### config.mk
export PLATFORM = sky130hd
export DESIGN_NAME = mxbus_biu
export DESIGN_NICKNAME = d
export VERILOG_FILES = /design/src/rtl/mxbus_pkg.sv /design/src/rtl/mxbus_seq.sv /design/src/rtl/mxbus_pins.sv /design/src/rtl/mxbus_clkout.sv /design/src/rtl/mxbus_biu.sv
export SDC_FILE = /design/constraint.sdc
export NUM_CORES = 1
export LEC_CHECK = 0
export ABC_AREA = 1
export BUFFER_PORTS_ARGS = -buffer_cell sky130_fd_sc_hd__buf_2
export CAP_MARGIN = 20
export CORE_AREA = 2 2 88 90
export CTS_BUF_LIST = sky130_fd_sc_hd__clkbuf_4 sky130_fd_sc_hd__clkbuf_8
export DETAILED_ROUTE_END_ITERATION = 6
export DIE_AREA = 0 0 90 92
export PLACE_DENSITY = 0.77
export SLEW_MARGIN = 20
export SYNTH_ARGS = -nofsm -noshare
export SYNTH_HDL_FRONTEND = slang
export SYNTH_SLANG_ARGS = --single-unit
### constraint.sdc
create_clock -name clk -period 2.2 [get_ports clk]
set_input_delay 0.66 -clock clk [delete_from_list [all_inputs] [get_ports clk]]
set_output_delay 0.66 -clock clk [all_outputs]
set_load 0.02 [all_outputs]
### src/rtl/mxbus_pkg.sv
// Shared types for the multiplexed bus interface.
package mxbus_pkg;
    // Sequencer states: bus cycle phases and bus-grant steps.
    typedef enum logic [2:0] {
        ST_IDLE,
        ST_ADR,
        ST_DAT,
        ST_GRANT,
        ST_FLOAT,
        ST_RELEASE
    } bus_st_t;

    // Attributes of the access in flight, latched at acceptance.
    typedef struct packed {
        logic we;
        logic word;
        logic internal;
        logic narrow;
        logic mask;
    } req_attr_t;
endpackage

### src/rtl/mxbus_seq.sv
// Bus sequencer. Accepts one core request at a time, steps the address and
// data phases, splits narrow-bus words into two beats, stretches on a low
// ready and walks the bus-grant handshake.
// Assumes the core holds a request stable until req_ready_o is seen high.
module mxbus_seq
    import mxbus_pkg::*;
#(
    parameter int ADDR_W = 24
) (
    input  logic              clk,
    input  logic              rst_n,
    input  logic              req_i,
    input  logic [ADDR_W-1:0] req_addr_i,
    input  logic              req_we_i,
    input  logic              req_word_i,
    input  logic              req_int_i,
    input  logic              bus8_i,
    input  logic              strobe_mask_i,
    input  logic              rdy_i,
    input  logic              hold_req_i,
    output bus_st_t           state_o,
    output req_attr_t         attr_o,
    output logic [ADDR_W-1:0] bus_addr_o,
    output logic              cur_odd_o,
    output logic              accept_o,
    output logic              beat_done_o,
    output logic              req_ready_o,
    output logic              rsp_valid_o
);
    bus_st_t           state_q;
    req_attr_t         attr_q;
    logic [ADDR_W-1:1] addr_q;
    logic              odd_q;
    logic              rsp_q;

    // Handshake and beat-completion decode.
    always_comb begin
        req_ready_o = (state_q == ST_IDLE) && !hold_req_i;
        accept_o    = req_ready_o && req_i;
        beat_done_o = (state_q == ST_DAT) && rdy_i;
    end

    // State, request latch and beat tracking.
    always_ff @(posedge clk) begin
        if (!rst_n) begin
            state_q <= ST_IDLE;
            attr_q  <= '0;
            addr_q  <= '0;
            odd_q   <= 1'b0;
            rsp_q   <= 1'b0;
        end else begin
            rsp_q <= 1'b0;
            unique case (state_q)
                ST_IDLE: begin
                    if (hold_req_i) begin
                        state_q <= ST_GRANT;
                    end else if (req_i) begin
                        attr_q  <= '{we: req_we_i, word: req_word_i,
                                     internal: req_int_i, narrow: bus8_i,
                                     mask: strobe_mask_i};
                        addr_q  <= req_addr_i[ADDR_W-1:1];
                        odd_q   <= req_word_i ? 1'b0 : req_addr_i[0];
                        state_q <= ST_ADR;
                    end
                end
                ST_ADR: state_q <= ST_DAT;
                ST_DAT: begin
                    if (rdy_i) begin
                        if (attr_q.narrow && attr_q.word && !odd_q) begin
                            odd_q   <= 1'b1;
                            state_q <= ST_ADR;
                        end else begin
                            rsp_q   <= 1'b1;
                            state_q <= ST_IDLE;
                        end
                    end
                end
                ST_GRANT:   state_q <= ST_FLOAT;
                ST_FLOAT:   if (!hold_req_i) state_q <= ST_RELEASE;
                ST_RELEASE: state_q <= ST_IDLE;
                default:    state_q <= ST_IDLE;
            endcase
        end
    end

    assign state_o     = state_q;
    assign attr_o      = attr_q;
    assign bus_addr_o  = {addr_q, odd_q};
    assign cur_odd_o   = odd_q;
    assign rsp_valid_o = rsp_q;
endmodule

### src/rtl/mxbus_pins.sv
// Pin stage. Derives strobes, lane values and drive enables from the
// sequencer state, holds write data, and gathers read data by lane.
// Assumes the lane inputs are stable at the clock edge that ends a data beat.
module mxbus_pins
    import mxbus_pkg::*;
#(
    parameter int ADDR_W = 24,
    parameter int LANE_W = 8
) (
    input  logic                     clk,
    input  logic                     rst_n,
    input  bus_st_t                  state_i,
    input  req_attr_t                attr_i,
    input  logic [ADDR_W-1:0]        bus_addr_i,
    input  logic                     cur_odd_i,
    input  logic                     accept_i,
    input  logic                     beat_done_i,
    input  logic [2*LANE_W-1:0]      wdata_i,
    input  logic [LANE_W-1:0]        lo_i,
    input  logic [LANE_W-1:0]        hi_i,
    output logic [ADDR_W-2*LANE_W-1:0] addr_hi_o,
    output logic [LANE_W-1:0]        lo_o,
    output logic                     lo_oe_o,
    output logic [LANE_W-1:0]        hi_o,
    output logic                     hi_oe_o,
    output logic                     rw_o,
    output logic                     bhe_n_o,
    output logic                     ale_o,
    output logic                     e_n_o,
    output logic                     bus_oe_o,
    output logic                     hlda_n_o,
    output logic [2*LANE_W-1:0]      rdata_o
);
    localparam int DATA_W = 2 * LANE_W;

    logic [DATA_W-1:0] wdata_q;
    logic [DATA_W-1:0] rdata_q;
    logic              in_cycle;
    logic              drive;
    logic              rd_dat;
    logic              wr_dat;

    // Strobes, direction and drive enables.
    always_comb begin
        in_cycle = (state_i == ST_ADR) || (state_i == ST_DAT);
        drive    = !((state_i == ST_FLOAT) || (state_i == ST_RELEASE));
        rd_dat   = (state_i == ST_DAT) && !attr_i.we;
        wr_dat   = (state_i == ST_DAT) && attr_i.we;
        bus_oe_o = drive;
        hlda_n_o = !((state_i == ST_GRANT) || (state_i == ST_FLOAT));
        ale_o    = (state_i == ST_ADR);
        e_n_o    = !((state_i == ST_DAT) && !(attr_i.internal && attr_i.mask));
        rw_o     = !(in_cycle && attr_i.we);
        bhe_n_o  = !(in_cycle && (cur_odd_i || (attr_i.word && !attr_i.narrow)));
        lo_oe_o  = drive && !rd_dat;
        hi_oe_o  = drive && !(rd_dat && !attr_i.narrow);
    end

    // Lane values: address in the address phase, data in a write data phase.
    always_comb begin
        addr_hi_o = bus_addr_i[ADDR_W-1:DATA_W];
        lo_o      = bus_addr_i[LANE_W-1:0];
        hi_o      = bus_addr_i[DATA_W-1:LANE_W];
        if (wr_dat) begin
            if (attr_i.narrow && cur_odd_i) lo_o = wdata_q[DATA_W-1:LANE_W];
            else                            lo_o = wdata_q[LANE_W-1:0];
            if (!attr_i.narrow)             hi_o = wdata_q[DATA_W-1:LANE_W];
        end
    end

    // Write data holding register.
    always_ff @(posedge clk) begin
        if (!rst_n)        wdata_q <= '0;
        else if (accept_i) wdata_q <= wdata_i;
    end

    // Read data gathering; on-chip reads leave the register cleared.
    always_ff @(posedge clk) begin
        if (!rst_n) begin
            rdata_q <= '0;
        end else if (accept_i) begin
            rdata_q <= '0;
        end else if (beat_done_i && !attr_i.we && !attr_i.internal) begin
            if (attr_i.narrow) begin
                if (cur_odd_i) rdata_q[DATA_W-1:LANE_W] <= lo_i;
                else           rdata_q[LANE_W-1:0]      <= lo_i;
            end else begin
                if (!cur_odd_i)                rdata_q[LANE_W-1:0]      <= lo_i;
                if (cur_odd_i || attr_i.word)  rdata_q[DATA_W-1:LANE_W] <= hi_i;
            end
        end
    end

    assign rdata_o = rdata_q;
endmodule

### src/rtl/mxbus_clkout.sv
// Divided clock output. Toggles every clock while enabled, regardless of
// wait states; parked low while disabled.
module mxbus_clkout (
    input  logic clk,
    input  logic rst_n,
    input  logic en_i,
    output logic phi1_o
);
    logic phi_q;

    // Toggle flop with enable.
    always_ff @(posedge clk) begin
        if (!rst_n)    phi_q <= 1'b0;
        else if (en_i) phi_q <= !phi_q;
        else           phi_q <= 1'b0;
    end

    assign phi1_o = phi_q;
endmodule

### src/rtl/mxbus_biu.sv
// Multiplexed external bus interface, top level. Connects the sequencer,
// the pin stage and the clock output. Lane width is LANE_W; the core data
// word is two lanes wide and ADDR_W must exceed two lanes.
module mxbus_biu
    import mxbus_pkg::*;
#(
    parameter int ADDR_W = 24,
    parameter int LANE_W = 8
) (
    input  logic                         clk,
    input  logic                         rst_n,
    input  logic                         req_i,
    output logic                         req_ready_o,
    input  logic [ADDR_W-1:0]            req_addr_i,
    input  logic [2*LANE_W-1:0]          req_wdata_i,
    input  logic                         req_we_i,
    input  logic                         req_word_i,
    input  logic                         req_int_i,
    output logic                         rsp_valid_o,
    output logic [2*LANE_W-1:0]          rsp_rdata_o,
    input  logic                         bus8_i,
    input  logic                         strobe_mask_i,
    input  logic                         clkout_en_i,
    input  logic                         rdy_i,
    input  logic                         hold_req_i,
    output logic                         hlda_n_o,
    output logic [ADDR_W-2*LANE_W-1:0]   addr_hi_o,
    output logic [LANE_W-1:0]            lo_o,
    output logic                         lo_oe_o,
    input  logic [LANE_W-1:0]            lo_i,
    output logic [LANE_W-1:0]            hi_o,
    output logic                         hi_oe_o,
    input  logic [LANE_W-1:0]            hi_i,
    output logic                         rw_o,
    output logic                         bhe_n_o,
    output logic                         ale_o,
    output logic                         e_n_o,
    output logic                         bus_oe_o,
    output logic                         phi1_o
);
    bus_st_t           state;
    req_attr_t         attr;
    logic [ADDR_W-1:0] bus_addr;
    logic              cur_odd;
    logic              accept;
    logic              beat_done;

    mxbus_seq #(.ADDR_W(ADDR_W)) u_seq (
        .clk           (clk),
        .rst_n         (rst_n),
        .req_i         (req_i),
        .req_addr_i    (req_addr_i),
        .req_we_i      (req_we_i),
        .req_word_i    (req_word_i),
        .req_int_i     (req_int_i),
        .bus8_i        (bus8_i),
        .strobe_mask_i (strobe_mask_i),
        .rdy_i         (rdy_i),
        .hold_req_i    (hold_req_i),
        .state_o       (state),
        .attr_o        (attr),
        .bus_addr_o    (bus_addr),
        .cur_odd_o     (cur_odd),
        .accept_o      (accept),
        .beat_done_o   (beat_done),
        .req_ready_o   (req_ready_o),
        .rsp_valid_o   (rsp_valid_o)
    );

    mxbus_pins #(.ADDR_W(ADDR_W), .LANE_W(LANE_W)) u_pins (
        .clk         (clk),
        .rst_n       (rst_n),
        .state_i     (state),
        .attr_i      (attr),
        .bus_addr_i  (bus_addr),
        .cur_odd_i   (cur_odd),
        .accept_i    (accept),
        .beat_done_i (beat_done),
        .wdata_i     (req_wdata_i),
        .lo_i        (lo_i),
        .hi_i        (hi_i),
        .addr_hi_o   (addr_hi_o),
        .lo_o        (lo_o),
        .lo_oe_o     (lo_oe_o),
        .hi_o        (hi_o),
        .hi_oe_o     (hi_oe_o),
        .rw_o        (rw_o),
        .bhe_n_o     (bhe_n_o),
        .ale_o       (ale_o),
        .e_n_o       (e_n_o),
        .bus_oe_o    (bus_oe_o),
        .hlda_n_o    (hlda_n_o),
        .rdata_o     (rsp_rdata_o)
    );

    mxbus_clkout u_clkout (
        .clk    (clk),
        .rst_n  (rst_n),
        .en_i   (clkout_en_i),
        .phi1_o (phi1_o)
    );
endmodule

==> results.txt, run 1 <==
Worst Path Arrival = 1.52 ns
Final Worst Setup Slack = 0.02038 ns
Worst R2R Start = u_seq.state_o[1]
Root Buffer = clkbuf_8
compound-gate portion of the synthesized area = 0.2143
Rows = 32
GR Util All Layers = 0.2115
hold slack = 0.4181 ns
Worst path top cell family by delay = simple AND/OR/NAND/NOR gates
post-route insts no fill = 651
crit path from = u_seq.state_o[1]
DRC violation count after routing = 0
final setup vio count = 0
Adder-Cell Fraction of Synth Area = 0
fin crit period = 2.180 ns
Initial Util = 0.4281
largest family of logic cells by synthesized area = simple AND/OR/NAND/NOR gates
Critical Path, Cell by Cell = buf_4, nand2_2, nor2_4, or2_2, nand2_2, buf_4
sequential area share after synthesis = 0.4144
Max Cap Violations = 0
Synth Area in Simple Gates = 0.2602
vias in the first global route = 3055
Area Growth Syn to Fin = 33.59%
startpoint types = flop
Critical Path Slowest Stage Cell = dfxtp_2
Netlist cell types = 31
placed inst area = 3831 sq um
Inst Count DP = 627
Max VDD drop = 0.3642 mV
hold-fix buffers at CTS = 0
Max Clk Rate = 458.8 MHz
Ports = 118
final hold vios = 0
fraction of layout cells with a size suffix above 1 = 0.3661
Top Layer Used = met4
worst r2r dst = u_pins.rdata_o[5]
WL met2 = 3977 um
Leak Pwr = 1.977 nW
Inserted Diodes = 0
mux cell area share after synthesis = 0
RSZ-0062 raised after global routing = true
via density per instance = 4.854
Buf+Inv Stages, Crit Path = 2
cells on worst reg2reg path = 7
Fin Clk Skew = 0.006582 ns
post-route core utilization = 0.5719
Yosys reg bits = 66
pin count of the biggest net entering global routing = 74
Worst path depth = 6
full die area = 8280 sq um
critical path type = reg -> out
mean routed wirelength per cell = 13.00 um
initial antenna violation count = 0
Overflow after GRT = 0
final weighted congestion in routability-driven placement = 0.8539
Setup crit end = rw_o
WL met1 = 3734 um
met3 WL = 598 um
synthesized net count = 493
CTS tree = done
Die Wd = 90 um
Clk Latency, worst-skew pair = 0.34 ns
total negative setup slack = 0 ns
pre-CTS setup slack = 0.1906 ns
final period utilization = 0.9907
xor/xnor share of the synthesized area = 0
Worst-Margin Slew = 0.4322 ns
clk slew on worst S/H paths = 0.07 ns
cell area after synthesis = 3188 sq um
Final Max Slew Viols = 0
global-route wire length before repair = 14160 um
Critical Path Max Stage Delay = 0.34 ns
Power Total = 3.818 mW
layout net count = 611
final wirelength = 8462 um
Critical Path RT = 1.54 ns
Ys Warns = 0
Syn Area/Cell = 7.484 sq um
Iter 0 DRT Violations = 113
Num CTS Buffers = 9
Post-DP HPWL = 6125 um
Pwr Density = 896.5 nW/um^2
Clock Sinks = 66
CP max FO = 4
Clock Path Buffers = 2
core region area = 7447 sq um
Gate Count Post-Synth = 426
drt first pass iters = 4
Critical Path Sink Type = output pin
R2R Setup Slk = 0.75 ns
IO buf count = 117
status = complete, no violations
slew margin rel. = 0.7112
hold crit path type = reg -> reg
vias = 3160
antenna viol nets, final = 0
Die H = 92 um
H-tree level count = 3
fin area = 4259 sq um
how the worst min path moves through the flow:
stage / startpoint / to / slack [ns] / cells past startpoint
4_1_cts: u_clkout.phi1_o / u_clkout.phi1_o / 0.43 / 1
3_5_place_dp: u_clkout.phi1_o / u_clkout.phi1_o / 0.42 / 1
3_3_place_gp: u_clkout.phi1_o / u_clkout.phi1_o / 0.39 / 1
2_1_floorplan: u_seq.addr_q[1] / u_seq.addr_q[1] / 0.42 / 2
5_1_grt: u_clkout.phi1_o / u_clkout.phi1_o / 0.45 / 1
6_report: u_clkout.phi1_o / u_clkout.phi1_o / 0.42 / 1
synth_stat cells:
cell / count / area, sq um
or2_2: 1 / 6.260
nand3_1: 2 / 10.01
inv_4: 2 / 12.51
nor3_1: 2 / 10.01
inv_1: 43 / 161.4
nor2_4: 4 / 45.04
nand3_4: 2 / 35.03
o21ai_1: 3 / 15.01
nand3_2: 1 / 10.01
inv_2: 2 / 7.510
clkbuf_1: 10 / 37.54
clkbuf_2: 1 / 5.000
a21oi_1: 50 / 250.2
nor4_1: 1 / 6.260
buf_6: 2 / 22.52
buf_4: 9 / 67.56
o21ai_4: 1 / 16.27
and2_0: 8 / 50.05
nor2_2: 11 / 68.82
nand2_1: 58 / 217.7
nand2_2: 3 / 18.77
o211ai_1: 8 / 60.06
nor2_1: 48 / 180.2
o21ai_2: 8 / 70.07
o21ai_0: 51 / 255.2
a21oi_4: 1 / 16.27
nand4_1: 16 / 100.1
buf_2: 8 / 40.04
nor2_8: 3 / 60.06
dfxtp_1: 66 / 1321
nand2_4: 1 / 11.26
metal layers:
layer / global-route usage / up-vias
li1: - / 1622
met1: 0.2623 / 1402
met2: 0.3540 / 121
met3: 0.05998 / 15
met4: 0.07179 / 0
met5: 0 / -
cell usage in the layout, fill, tap and decap left out, drive strengths merged, types with 2 or more instances in the layout:
cell and instances:
nor2 66, inv 48, clkbuf 10, nand3 5, buf 137, bufinv 4
dfxtp 66, o21ai 63, nand2 62, o211ai 8, a21oi 51, and2 8
nor3 2, nand4 16
state kept, by name, indices dropped and copies added (netlist names):
signal,cells
u_pins.rdata_o,16
u_pins.wdata_q,16
u_seq.rsp_valid_o,1
u_seq.addr_q,23
u_seq.attr_o,5
u_seq.state_o,3
u_clkout.phi1_o,1
u_seq.cur_odd_o,1
what timing repair did:
| item | CTS | global route |
|---|---|---|
| buffers inserted | 7 | 0 |
| resized for setup | 17 | 15 |
| setup endpoints to repair | 18 | 18 |
| pin swaps | 2 | 1 |
| cloned | 1 | 0 |
kinds of logic (layout without fill, tap and decap cells):
family,count (synthesis),in the layout
AND/OR/NAND/NOR,161,161
AO/OA/AOI/OAI,122,122
buffers and inverters,77,200
flip-flops,66,66
power by group:
| group | total (mW) | internal [mW] | switching (mW) |
|---|---|---|---|
| clock | 1.36 | 0.886 | 0.473 |
| sequential | 1.39 | 1.32 | 0.0669 |
| combinational | 1.07 | 0.391 | 0.678 |
| total | 3.82 | 2.60 | 1.22 |
layout make-up:
class                   count  area (sq um)
clock buffers              10         131.4
inverters                  47         183.9
fillers                   718          3188
repair buffers            137         817.0
multi-input cells         283          1534
well taps                 102         127.6
clock inverters             6         137.6
flip-flops and latches     66          1328
Power figures use the tool's default switching activity.
==> run 2, diff against run 1 <==
--- a/config.mk
+++ b/config.mk
@@ -8,10 +8,10 @@
 export ABC_AREA = 1
 export BUFFER_PORTS_ARGS = -buffer_cell sky130_fd_sc_hd__buf_2
 export CAP_MARGIN = 20
-export CORE_AREA = 2 2 88 90
+export CORE_AREA = 2 2 123 65
 export CTS_BUF_LIST = sky130_fd_sc_hd__clkbuf_4 sky130_fd_sc_hd__clkbuf_8
 export DETAILED_ROUTE_END_ITERATION = 6
-export DIE_AREA = 0 0 90 92
+export DIE_AREA = 0 0 125 67
 export PLACE_DENSITY = 0.77
 export SLEW_MARGIN = 20
 export SYNTH_ARGS = -nofsm -noshare
==> results.txt, run 2 (synthesis results as in run 1) <==
status = complete, but fails checks
violated checks = negative setup slack
post-route insts no fill = 643 (-1.2%)
largest register by flop count = u_seq.addr_q
Rows = 22 (-31%)
NetSw = 1.206 mW (-0.96%)
combinational power share = 0.296 (+0.016)
Clock Sinks = 66 (unchanged)
Num CTS Buffers = 9 (unchanged)
core region area = 7212 sq um (-3.2%)
vias = 3203 (+1.4%)
Inst Count DP = 621 (-0.96%)
H-tree level count = 3 (unchanged)
final setup vio count = 2 (+2)
final period utilization = 1.015 (+0.02392)
Die Wd = 125 um (+39%)
most frequent cells in the layout = buf_2 (105), dfxtp_1 (62), nand2_1 (56), a21oi_1 (50), nor2_1 (48)
max reg flops = 23 (unchanged)
mean routed wirelength per cell = 13.39 um (+3.0%)
RSZ-0062 raised after global routing = true
Critical Path Sink Type = output pin
Root Buffer = clkbuf_8
Pwr Density = 854.7 nW/um^2 (-4.7%)
final wirelength = 8610 um (+1.7%)
Clk Latency, worst-skew pair = 0.35 ns (about the same)
Overflow after GRT = 0 (unchanged)
Clock Path Buffers = 2 (unchanged)
placed inst area = 3836 sq um (+0.13%)
Critical Path, Cell by Cell = inv_2, nand3_4, nor2_8, buf_8, o211ai_1, o21ai_1, buf_4
Fin Clk Skew = 0.01295 ns (+0.006366 ns)
hold crit path type = reg -> reg
initial antenna violation count = 0 (unchanged)
Critical Path Slowest Stage Cell = dfxtp_2
Max Cap Violations = 0 (unchanged)
hold-fix buffers at CTS = 0 (unchanged)
slew margin rel. = 0.7073 (-0.003936)
fraction of layout cells with a size suffix above 1 = 0.3656 (-0.0004895)
routing usage on met3 = 0.06265 (+0.002667)
layer with the highest usage = met2
Int Pwr = 2.388 mW (-8.2%)
DRC violation count after routing = 0 (unchanged)
Leak Pwr = 1.952 nW (-1.3%)
Area Growth Syn to Fin = 31.91%
Die H = 67 um (-27%)
most common cell after layout, fill and taps aside = buf_2
via density per instance = 4.981 (+2.6%)
Max VDD drop = 0.4165 mV (+14%)
Inserted Diodes = 0 (unchanged)
IO buf count = 117 (unchanged)
CP max FO = 8 (+4)
fillers = 696 (-3.1%)
Critical Path RT = 1.54 ns (about the same)
CTS tree = done
Critical Path Max Stage Delay = 0.33 ns (about the same)
global-route wire length before repair = 14000 um (-1.1%)
Worst Path Arrival = 1.57 ns (+0.05 ns)
sequential fraction of design power = 0.386 (+0.022)
Global Route met2 Usage = 0.3723 (+0.01827)
clk slew on worst S/H paths = 0.08 ns (about the same)
antenna viol nets, final = 0 (unchanged)
Max Clk Rate = 448.0 MHz (-2.4%)
drt first pass iters = 4 (unchanged)
pin count of the biggest net entering global routing = 34 (-54%)
final hold vios = 0 (unchanged)
full die area = 8375 sq um (+1.1%)
Ports = 118 (unchanged)
layout net count = 609 (-0.33%)
pre-CTS setup slack = 0.1801 ns (-0.01044 ns)
Clock power frac = 0.318 (-0.038)
Final Worst Setup Slack = -0.03223 ns (-0.05262 ns)
Power Total = 3.594 mW (-5.9%)
critical path type = reg -> out
Post-DP HPWL = 5963 um (-2.6%)
GR Layer Usage met1 = 0.2496 (-0.01271)
Iter 0 DRT Violations = 180 (+59%)
Worst-Margin Slew = 0.4381 ns (+0.005891 ns)
final weighted congestion in routability-driven placement = 0.8663 (+1.5%)
fin crit period = 2.232 ns (+0.05262 ns)
hold slack = 0.4296 ns (+0.01150 ns)
Final Max Slew Viols = 0 (unchanged)
vias in the first global route = 2962 (-3.0%)
switch share = 0.3356 (+0.01664)
Initial Util = 0.4421 (+0.01396)
startpoint types = flop
fin area = 4205 sq um (-1.3%)
GR Util All Layers = 0.2135 (+0.001975)
==> run 2: cell types whose count changed in the layout (fill, tap and decap cells not counted), sizes merged <==
cell / previous run / this run
clkinv: 1 / 2
bufinv: 4 / 2
clkinvlp: 0 / 1
buf: 137 / 135
inv: 48 / 47
clkbuf: 10 / 11
==> run 2: path summary, 6_finish.rpt <==
path / to / start / cells past startpoint / slack, ns
max: lo_o[5] / u_seq.state_o[0] / 7 / -0.03
min: u_clkout.phi1_o / u_clkout.phi1_o / 1 / 0.43
max reg2reg: u_pins.wdata_q[13] / u_seq.state_o[1] / 6 / 0.63
min reg2reg: u_clkout.phi1_o / u_clkout.phi1_o / 1 / 0.43
==> run 2: stage by stage <==
step / setup TNS, ns / util
after floorplan: 0 / -
after CTS: -0.1245 / 0.5802
after global placement: 0 / 0.5319
after detailed placement: 0 / 0.5319
after global routing: -0.9726 / 0.5831
final: -0.03634 / 0.5831
==> run 2: what timing repair did <==
action	in CTS	in global routing
resized for setup	26	7
buffers inserted	4	1
pin swaps	2	2
gates cloned	1	0
setup endpoints to repair	18	19
==> run 2: final cells by class <==
| cell class | count | area (sq um) | share of cell area |
|---|---|---|---|
| Multi-Input combinational cell | 283 | 1536 | 0.3654 |
| Sequential cell | 66 | 1326 | 0.3154 |
| Timing Repair Buffer | 135 | 815.8 | 0.1940 |
| Inverter | 47 | 183.9 | 0.04374 |
| Clock buffer | 11 | 145.1 | 0.03451 |
| Tap cell | 96 | 120.1 | 0.02856 |
| Clock inverter | 5 | 77.57 | 0.01845 |
==> run 2: worst max-delay path, delay by kind of cell (launching register included) <==
family	cells	cell delay, ns
buffers and inverters	3	0.40
flip-flops	1	0.33
AND/OR/NAND/NOR	2	0.28
AO/OA/AOI/OAI	2	0.21
==> run 2: power by group through the flow <==
stage / logic, mW / clock network (mW) / registers [mW]
global route: 1.17 / 1.24 / 1.40
detailed placement: 1.00 / 0 / 1.41
floorplan: 0.682 / 0 / 1.44
global placement: 0.988 / 0 / 1.41
CTS: 1.05 / 1.18 / 1.38
finish: 1.06 / 1.14 / 1.39
==> run 2: routing by layer <==
metal	part of all wire	routed length, um	up-vias
met5	0	0	-
met1	0.44	3770	1465
met3	0.060	513	15
met2	0.48	4141	103
met4	0.021	184	0
li1	-	-	1620
==> run 3, diff against run 2 <==
--- a/config.mk
+++ b/config.mk
@@ -12,7 +12,7 @@
 export CTS_BUF_LIST = sky130_fd_sc_hd__clkbuf_4 sky130_fd_sc_hd__clkbuf_8
 export DETAILED_ROUTE_END_ITERATION = 6
 export DIE_AREA = 0 0 125 67
-export PLACE_DENSITY = 0.77
+export PLACE_DENSITY = 0.74
 export SLEW_MARGIN = 20
 export SYNTH_ARGS = -nofsm -noshare
 export SYNTH_HDL_FRONTEND = slang
==> results.txt, run 3 (synthesis results as in run 1) <==
status = complete, but fails checks
violated checks = negative setup slack
RSZ-0062 raised after global routing = true
hold-fix buffers at CTS = 0 (unchanged)
Inst Count DP = 619 (-0.32%)
final wirelength = 8146 um (-5.4%)
hold slack = 0.4049 ns (-0.02471 ns)
critical path type = reg -> out
max reg flops = 23 (unchanged)
Num CTS Buffers = 9 (unchanged)
most frequent cells in the layout = buf_2 (106), dfxtp_1 (64), nand2_1 (56), a21oi_1 (50), nor2_1 (48)
GR Layer Usage met1 = 0.2262 (-0.02340)
antenna viol nets, final = 0 (unchanged)
Rows = 22 (unchanged)
Root Buffer = clkbuf_8
Pwr Density = 813.7 nW/um^2 (-4.8%)
Max VDD drop = 0.4080 mV (-2.0%)
Critical Path Sink Type = output pin
register area = 1326 sq um (unchanged)
H-tree level count = 3 (unchanged)
fraction of layout cells with a size suffix above 1 = 0.3625 (-0.003153)
drt first pass iters = 5 (+1)
Clock Path Buffers = 2 (unchanged)
Clock Sinks = 66 (unchanged)
post-route insts no fill = 645 (+0.31%)
vias in the first global route = 2756 (-7.0%)
core region area = 7212 sq um (unchanged)
Iter 0 DRT Violations = 115 (-36%)
startpoint types = flop
full die area = 8375 sq um (unchanged)
Inserted Diodes = 0 (unchanged)
Die H = 67 um (unchanged)
placed inst area = 3809 sq um (-0.72%)
Clk Latency, worst-skew pair = 0.35 ns (about the same)
Post-DP HPWL = 5607 um (-6.0%)
Max Cap Violations = 0 (unchanged)
Initial Util = 0.4421 (unchanged)
routing usage on met3 = 0.05301 (-0.009639)
most common cell after layout, fill and taps aside = buf_2
IO buf count = 117 (unchanged)
hold crit path type = reg -> reg
GR Util All Layers = 0.1900 (-0.02343)
CP max FO = 8 (unchanged)
Leak Pwr = 1.949 nW (-0.15%)
clk slew on worst S/H paths = 0.07 ns (about the same)
fin crit period = 2.219 ns (-0.01306 ns)
initial antenna violation count = 0 (unchanged)
Worst-Margin Slew = 0.4727 ns (+0.03458 ns)
Ports = 118 (unchanged)
Global Route met2 Usage = 0.3254 (-0.04688)
Overflow after GRT = 0 (unchanged)
Area Growth Syn to Fin = 31.71%
global-route wire length before repair = 12520 um (-11%)
Max Clk Rate = 450.6 MHz (+0.59%)
layout net count = 613 (+0.66%)
largest register by flop count = u_seq.addr_q
pin count of the biggest net entering global routing = 74 (+120%)
final setup vio count = 7 (+5)
multi-input logic area = 1555 sq um (+1.2%)
final weighted congestion in routability-driven placement = 0.8864 (+2.3%)
mean routed wirelength per cell = 12.63 um (-5.7%)
final hold vios = 0 (unchanged)
Worst Path Arrival = 1.56 ns (about the same)
vias = 3135 (-2.1%)
Final Max Slew Viols = 0 (unchanged)
via density per instance = 4.860 (-2.4%)
slew margin rel. = 0.6842 (-0.02310)
post-route core utilization = 0.5822 (-0.0008670)
fin area = 4199 sq um (-0.15%)
fillers = 729 (+4.7%)
final period utilization = 1.009 (-0.005937)
DRC violation count after routing = 0 (unchanged)
Die Wd = 125 um (unchanged)
Critical Path RT = 1.54 ns (about the same)
Fin Clk Skew = 0.003950 ns (-0.008999 ns)
Final Worst Setup Slack = -0.01917 ns (+0.01306 ns)
layer with the highest usage = met2
CTS tree = done
-- run 3: power breakdown --
| part | internal (mW) | total (mW) | switching [mW] |
|---|---|---|---|
| clock | 0.517 | 0.964 | 0.447 |
| sequential | 1.32 | 1.38 | 0.0603 |
| combinational | 0.398 | 1.07 | 0.672 |
| total | 2.24 | 3.42 | 1.18 |
-- run 3: final timing paths --
| check | to | slack [ns] | depth (start not counted) | from |
|---|---|---|---|---|
| setup / recovery | hi_o[3] | -0.02 | 8 | u_seq.state_o[2] |
| hold / removal | u_clkout.phi1_o | 0.40 | 1 | u_clkout.phi1_o |
| setup reg to reg | u_seq.cur_odd_o | 0.69 | 8 | u_seq.state_o[2] |
| hold reg to reg | u_clkout.phi1_o | 0.40 | 1 | u_clkout.phi1_o |
-- run 3: per-stage QoR --
step | setup slack [ns] | total power [mW] | setup TNS (ns)
final | -0.01917 | 3.417 | -0.06597
after global routing | -0.07361 | 3.608 | -0.8035
after CTS | -0.01846 | 3.385 | -0.05231
after detailed placement | -0.03397 | 2.392 | -0.09197
after global placement | 0.04233 | 2.383 | 0
after floorplan | 0.09209 | 2.119 | 0
-- run 3: final cells by class --
cell class                 count  share of cell area
multi-input combinational    284              0.3704
sequential                    66              0.3159
timing repair buffer         138              0.1993
inverter                      47             0.04380
clock buffer                  10             0.03129
tap                           96             0.02861
clock inverter                 4             0.01073
-- run 3: metal layers --
layer | part of all wire | vias up
li1 | - | 1621
met1 | 0.46 | 1414
met2 | 0.46 | 84
met3 | 0.055 | 16
met4 | 0.022 | 0
met5 | 0 | -
-- run 3: critical path, stage by stage, from the launching register on --
cell and delay, ns:
dfxtp_4 0.36, inv_4 0.06, nand3_4 0.10, nor2_8 0.16, buf_12 0.14, nand2_8 0.08
nand2_1 0.11, o21ai_2 0.05, buf_2 0.15
-- run 3: what timing repair did --
item                       in CTS  in global routing
cloned                          0                  2
pin swaps                       1                  4
gates resized for setup         9                 23
setup endpoints to repair      18                 18
buffers inserted                5                  5
